--- src/rtl/syncq_pkg.sv ---
package syncq_pkg;
    localparam logic ADDR_CTRL = 1'b0;
    localparam logic ADDR_PIN  = 1'b1;
    localparam logic [7:0] CTRL_MASK = 8'h07;
    localparam logic [7:0] PIN_MASK  = 8'h03;

    typedef struct packed {
        logic one_shot;
        logic div_sync_en;
        logic master_en;
    } ctrl_t;

    typedef struct packed {
        logic edge_mode;
        logic rise_sel;
    } pin_t;
endpackage

--- src/rtl/syncq_regs.sv ---
// syncq_regs: the two control registers.
// Assumes single-cycle writes. Reserved bits are masked on write, so they read 0.
// The one-shot self-clear of the divider-sync enable loses to a same-cycle write.
module syncq_regs
    import syncq_pkg::*;
(
    input  logic       clk,
    input  logic       rst_n,
    input  logic       wr_en,
    input  logic       wr_addr,
    input  logic [7:0] wr_data,
    input  logic       rd_addr,
    input  logic       self_clr,
    output logic [7:0] rd_data,
    output ctrl_t      ctrl,
    output pin_t       pin
);
    logic [7:0] ctrl_q;
    logic [7:0] pin_q;

    // Sync-control register: write first, then hardware self-clear of bit 1.
    always_ff @(posedge clk) begin
        if (!rst_n)
            ctrl_q <= 8'h00;
        else if (wr_en && wr_addr == ADDR_CTRL)
            ctrl_q <= wr_data & CTRL_MASK;
        else if (self_clr)
            ctrl_q <= ctrl_q & ~8'h02;
    end

    // Pin-control register: plain write.
    always_ff @(posedge clk) begin
        if (!rst_n)
            pin_q <= 8'h00;
        else if (wr_en && wr_addr == ADDR_PIN)
            pin_q <= wr_data & PIN_MASK;
    end

    // Read mux and typed views.
    always_comb begin
        rd_data = (rd_addr == ADDR_CTRL) ? ctrl_q : pin_q;
        ctrl    = ctrl_t'(ctrl_q[2:0]);
        pin     = pin_t'(pin_q[1:0]);
    end
endmodule

--- src/rtl/syncq_detect.sv ---
// syncq_detect: a synchronizer chain followed by a level or edge detector.
// Assumes STAGES >= 2. Edges are found by comparing the synchronized value
// with its value one clock earlier.
module syncq_detect #(
    parameter int STAGES = 2
) (
    input  logic clk,
    input  logic rst_n,
    input  logic sync_in,
    input  logic edge_mode,
    input  logic rise_sel,
    output logic hit
);
    logic [STAGES-1:0] chain;
    logic              prev;
    logic              s_now;

    // Shift the async input through the synchronizer and keep one history bit.
    always_ff @(posedge clk) begin
        if (!rst_n) begin
            chain <= '0;
            prev  <= 1'b0;
        end else begin
            chain <= {chain[STAGES-2:0], sync_in};
            prev  <= chain[STAGES-1];
        end
    end

    // Select the high level, the rising edge or the falling edge.
    always_comb begin
        s_now = chain[STAGES-1];
        if (!edge_mode)
            hit = s_now;
        else if (rise_sel)
            hit = s_now & ~prev;
        else
            hit = ~s_now & prev;
    end
endmodule

--- src/rtl/syncq_divider.sv ---
// syncq_divider: a divide-by-DIV_N counter with a synchronous realign input.
// Assumes DIV_N >= 1. On clear the count loads 0, so the output restarts a period.
module syncq_divider #(
    parameter int DIV_N = 5,
    localparam int CW   = (DIV_N > 1) ? $clog2(DIV_N) : 1,
    localparam int HALF = (DIV_N + 1) / 2
) (
    input  logic          clk,
    input  logic          rst_n,
    input  logic          clear,
    output logic [CW-1:0] count,
    output logic          clk_out
);
    localparam logic [CW-1:0] LAST = CW'(DIV_N - 1);

    // Advance the phase, wrapping at DIV_N-1, or restart it on clear.
    always_ff @(posedge clk) begin
        if (!rst_n || clear)
            count <= '0;
        else if (count == LAST)
            count <= '0;
        else
            count <= count + 1'b1;
    end

    // High for the first half of each period.
    always_comb clk_out = ({1'b0, count} < (CW + 1)'(HALF));
endmodule

--- src/rtl/syncq_top.sv ---
// syncq_top: qualifies the sync input and realigns the divider.
// Assumes sync_in is asynchronous and the register port is synchronous to clk.
module syncq_top
    import syncq_pkg::*;
#(
    parameter int DIV_N       = 5,
    parameter int SYNC_STAGES = 2,
    localparam int CW         = (DIV_N > 1) ? $clog2(DIV_N) : 1
) (
    input  logic          clk,
    input  logic          rst_n,
    input  logic          wr_en,
    input  logic          wr_addr,
    input  logic [7:0]    wr_data,
    input  logic          rd_addr,
    output logic [7:0]    rd_data,
    input  logic          sync_in,
    output logic          div_out,
    output logic [CW-1:0] div_count
);
    ctrl_t ctrl;
    pin_t  pin;
    logic  hit;
    logic  div_rst;
    logic  self_clr;
    logic  master_en;
    logic  div_sync_en;
    logic  one_shot;

    syncq_regs u_regs (
        .clk(clk), .rst_n(rst_n), .wr_en(wr_en), .wr_addr(wr_addr),
        .wr_data(wr_data), .rd_addr(rd_addr), .self_clr(self_clr),
        .rd_data(rd_data), .ctrl(ctrl), .pin(pin)
    );

    syncq_detect #(.STAGES(SYNC_STAGES)) u_detect (
        .clk(clk), .rst_n(rst_n), .sync_in(sync_in),
        .edge_mode(pin.edge_mode), .rise_sel(pin.rise_sel), .hit(hit)
    );

    // Gate the detected event with both enables. One-shot requests the self-clear.
    always_comb begin
        master_en   = ctrl.master_en;
        div_sync_en = ctrl.div_sync_en;
        one_shot    = ctrl.one_shot;
        div_rst     = hit & master_en & div_sync_en;
        self_clr    = div_rst & one_shot;
    end

    syncq_divider #(.DIV_N(DIV_N)) u_div (
        .clk(clk), .rst_n(rst_n), .clear(div_rst),
        .count(div_count), .clk_out(div_out)
    );
endmodule

--- config.mk ---
export PLATFORM = sky130hd
export DESIGN_NAME = syncq_top
export DESIGN_NICKNAME = d
export VERILOG_FILES = /design/src/rtl/syncq_pkg.sv /design/src/rtl/syncq_regs.sv /design/src/rtl/syncq_detect.sv /design/src/rtl/syncq_divider.sv /design/src/rtl/syncq_top.sv
export SDC_FILE = /design/constraint.sdc
export NUM_CORES = 1
export LEC_CHECK = 0
export BUFFER_PORTS_ARGS = -buffer_cell sky130_fd_sc_hd__buf_2
export CAP_MARGIN = 20
export CORE_AREA = 2 2 39 41
export CTS_BUF_LIST = sky130_fd_sc_hd__clkbuf_4
export CTS_CLUSTER_SIZE = 20
export DETAILED_ROUTE_END_ITERATION = 6
export DIE_AREA = 0 0 41 43
export PLACE_DENSITY = 0.82
export REMOVE_ABC_BUFFERS = 1
export SYNTH_ARGS = -nofsm -noshare
export SYNTH_HDL_FRONTEND = slang
export SYNTH_SLANG_ARGS = --single-unit
--- constraint.sdc ---
create_clock -name clk -period 1.2 [get_ports clk]
set_input_delay 0.18 -clock clk [delete_from_list [all_inputs] [get_ports clk]]
set_output_delay 0.18 -clock clk [all_outputs]
set_load 0.02 [all_outputs]
Word level (Yosys, flattened, before mapping):

Cells that the tools add are included.

* register bits: 11
* input bits: 14
* output and inout port bits: 12
* logic and storage cells: 28

* add/sub/neg operators: 1
* magnitude comparators: 1
* eq/ne operators: 1
* mux-type cells: 5
* bitwise gates (word level): 8
* reduce and logical (&&, ||, !) cells: 6

Operators by type and width (number)
* 2-to-1 mux 3 bit: 2
* AND 1 bit: 5
* adder 3 x 1 -> 3 bit, second input constant: 1
* equality test 3 bit, second input constant: 1
* less-than comparator 3 x 2 -> 1 bit, second input constant: 1
* inverter 1 bit: 3
* logical AND 1 bit: 2
* 2-to-1 mux 1 bit: 2
* 2-to-1 mux 2 bit: 1
* nonzero test 2 bit: 1
* OR reduction 2 bit: 1
* logical NOT 1 bit: 1
* logical OR 1 bit: 1

Depth between registers and ports, before layout:

* depth in word-level cells: 9
* depth in mapped cells: 5

Hierarchy:

A second synthesis with hierarchy kept.

* cells, all modules: 56
* area, all modules: 541.8 um^2

Modules (own cells, without submodules)
* syncq_regs: instances 1, cells an instance 29, area each 272.8 um^2, sequential area each 100.1 um^2
* syncq_divider: instances 1, cells an instance 15, area each 148.9 um^2, sequential area each 60.1 um^2
* syncq_detect: instances 1, cells an instance 10, area each 103.8 um^2, sequential area each 60.1 um^2
* syncq_top: instances 1, cells an instance 2, area each 16.3 um^2, sequential area each 0.0 um^2

Least setup slack after synthesis:

OpenSTA, ideal clock, no wires.

* kind: register to register
* from: reg u_div.count[0]
* to: reg u_div.count[2]
* arrival time: 1.071 ns
* required time: 1.120 ns
* slack: 0.049 ns
* stages on the path, launching flop included: 6
* clock period less this slack: 1.151 ns
* cell sequence: dfxtp_1 > inv_1 > ha_1 > nor2_1 > mux2i_1 > nor3b_1

* longest elaborated chain between the ends: 2

RTL lines
* from (decl): RTL line syncq_divider.sv:11 `output logic [CW-1:0] count,`
* from (signal assigned): RTL line syncq_divider.sv:23 `count <= count + 1'b1;`
* branches (longest 2 deep; another with adder 3 x 1 -> 3 bit)

Several ways; the timed one is not identified.
A chain may end at the register's enable or synchronous reset.

Worst setup path after layout:

* from: reg u_regs.ctrl_q[1]
* to: out rd_data[1]

* longest elaborated chain between the ends: 1

RTL lines
* from (decl): RTL line syncq_regs.sv:18 `logic [7:0] ctrl_q;`
* from (signal assigned): RTL line syncq_regs.sv:26 `ctrl_q <= wr_data & CTRL_MASK;`
* from (signal assigned): RTL line syncq_regs.sv:28 `ctrl_q <= ctrl_q & ~8'h02;`
* 2-to-1 mux 3 bit: RTL line syncq_regs.sv:41 `rd_data = (rd_addr == ADDR_CTRL) ? ctrl_q : pin_q;`
* to (decl): RTL line syncq_top.sv:16 `output logic [7:0] rd_data,`

No other way between the ends.

==> flow_summary.yaml <==
die:
  io_pins: 26
  row_count: 14
  die_area_mm2: 0.00176
  core_mm2: 0.00138
  chipHeight_um: 43
  fp.dieW_um: 41
  initial_core_util: 0.400
route:
  antenna_left: 0
  num_vias: 458
  wl_per_cell_um: 9.96
  first_pass_iters: 3
  vias_per_cell: 4.82
  drc_errors: 0
  drt_iter0_markers: 2
  wirelength_um: 946
pwr:
  ir_worst_vdd_mv: 0.602
  p_leak_nw: 0.331
  power_density_mw_per_mm2: 1210
  power_w: 0.000844
timing:
  hold_violations: 0
  setup_viol: 0
  period_needed_ns: 1.19
  timing.final.crit_share: 0.989
  fmax_mhz: 843
  rsz0062_at_grt: "yes"
  fin_ws_ns: 0.0134
  finalMaxSlewViolations: 0
  clock_skew_ns: 0.00460
place:
  dp_slack_ns: 0.106
  hpwlAfterDp_um: 691
  io_buffers: 15
  place_congestion: 0.704
worst_setup_path:
  r2r_setup_slack_ns: 0.06
  end_kind: "primary output"
  crit_path_start_kind: "flip-flop"
  crit_fanout: 4
  reg2reg_to: "u_div.count[2]"
  reg2regPathDepth: 5
  cp.required_ns: 1.02
  r2r_start: "u_regs.pin_q[0]"
  cp.arrival_ns: 1.01
  crit_type: "reg2out"
min_path:
  min_to: "u_detect.chain[0]"
  hold_depth: 2
  min_from: "sync_in"
  min_path_type: "in2reg"
logic_synthesis:
  synth_edf_count: 0
  yosys.area.top_type: "dfxtp_1"
  synth_area_leaders: "dfxtp_1 (40%), buf_4 (6.8%), mux2i_1 (5.4%), nand2_1 (4.8%), ha_1 (4.5%)"
  ys_seq_area_frac: 0.398
  synthesis.area_um2: 553
  synthFlopType: "dfxtp_1"
  synth.avg_cell_area_um2: 9.37
  syn_inst: 59
  synth_cell_type_count: 24
  yosysTopAreaCellShare: 0.398
  yosysWarnings: 0
  async_flop_share: 0
  synth-seq-cells: 11
final_layout:
  fillers: 137
  antennaDiodeCount: 0
  nNetsFinal: 96
  final_common_cell: "buf_2"
  mostFrequentLayoutCells: "buf_2 (13), nand2_1 (7), dfxtp_1 (6)"
  multi_input_area_um2: 303
  drive_gt1_frac: 0.405
  seq_area_um2: 226
  syn_to_final_growth_pct: 26.0
clock_tree:
  ctsHoldBuffers: 0
  cts-htree-levels: 1
  cts_buffers: 3
  clockBufferDepth: 2
  cts_sinks: 11
  cts_root_buffer: "clkbuf_4"
  clk_latency_ns: 0.27
  cts_tree: "built"
  cts.clk_slew.worst_paths_ns: 0.07
status:
  status: "completed"
global_routing:
  grt.overflow.total: 0
  grt_antenna_before_repair: 0
  grt_max_degree: 14
  grt_pass1_vias: 391
  grt_pass1_wl_um: 1480
  grt_use_total: 0.119
job:
  drv_cap: 0
==> critical path, cell delays in order (launching register included) <==
cell and delay (ns):
dfxtp_2 0.34, mux2_4 0.27, buf_6 0.13
==> per-stage QoR <==
| step | instances | setup TNS (ns) | hold WS [ns] | instance area (µm²) | util |
|---|---|---|---|---|---|
| 4_1_cts | 93 | 0 | 0.122 | 671 | 0.485 |
| 5_1_grt | 95 | -0.0114 | 0.126 | 697 | 0.504 |
| 2_1_floorplan | 57 | 0 | 0.302 | 527 | - |
| 3_3_place_gp | 88 | 0 | 0.387 | 622 | 0.449 |
| 3_5_place_dp | 88 | 0 | 0.391 | 622 | 0.449 |
| 6_report | 95 | 0 | 0.119 | 697 | 0.504 |
==> how the worst max path moves through the flow <==
stage,startpoint,endpoint,slack [ns]
floorplan,u_div.count[0],u_div.count[2],0.05
global placement,u_div.count[0],u_div.count[2],0.16
detailed placement,u_div.count[0],u_div.count[2],0.11
CTS,u_regs.ctrl_q[0],rd_data[0],0.007
global route,u_regs.pin_q[0],rd_data[0],-0.008
finish,u_regs.ctrl_q[1],rd_data[1],0.01
==> Yosys cell counts (2+ instances only) <==
cell type / number
dfxtp_1: 11
nand2b_1: 2
nor2b_1: 3
ha_1: 2
and2_1: 3
buf_4: 5
a21boi_0: 2
nand2_1: 7
mux2_2: 2
inv_1: 2
nor2_1: 2
nand3_1: 4
mux2i_1: 3
==> per-layer routing <==
layer	vias to the layer above	routed length (µm)	global-route usage
met2	23	452	0.178
met3	0	84	0.0471
met1	205	409	0.151
met5	-	0	0
met4	0	0	0.0400
li1	230	-	-
==> power by group <==
part,switching (W),internal [W]
logic,0.0000864,0.0000737
registers,0.0000193,0.000391
clock network,0.000122,0.000151
total,0.000228,0.000616
==> logic make-up (layout without fill, tap and decap cells) <==
logic type / count (synthesis) / count (layout) / synth area share
adder cells (fa/ha/maj): 2 / 2 / 0.0452
other: 1 / 5 / 0.00678
AO/OA/AOI/OAI: 6 / 6 / 0.0860
AND/OR/NAND/NOR: 26 / 26 / 0.281
buffers and inverters: 8 / 24 / 0.0882
flip-flops: 11 / 11 / 0.398
multiplexers: 5 / 5 / 0.0950
==> state kept, by name, indices dropped and copies added, names as in the netlist <==
signal	cells
u_detect.prev	1
u_regs.pin_q	2
u_div.count	3
u_detect.chain	2
u_regs.ctrl_q	3
==> what timing repair did <==
item,CTS,global route
endpoints found under the setup margin,2,3
gates resized for setup,6,4
hold endpoints to repair,0,0
buffers inserted,1,2
==> layout make-up <==
type	count	share of cell area
sequential	11	0.325
inverter	2	0.0108
multi-input combinational	44	0.434
tap	16	0.0287
timing repair buffer	18	0.158
clock buffer	4	0.0431
No activity file was read; power rests on OpenSTA's default activity.
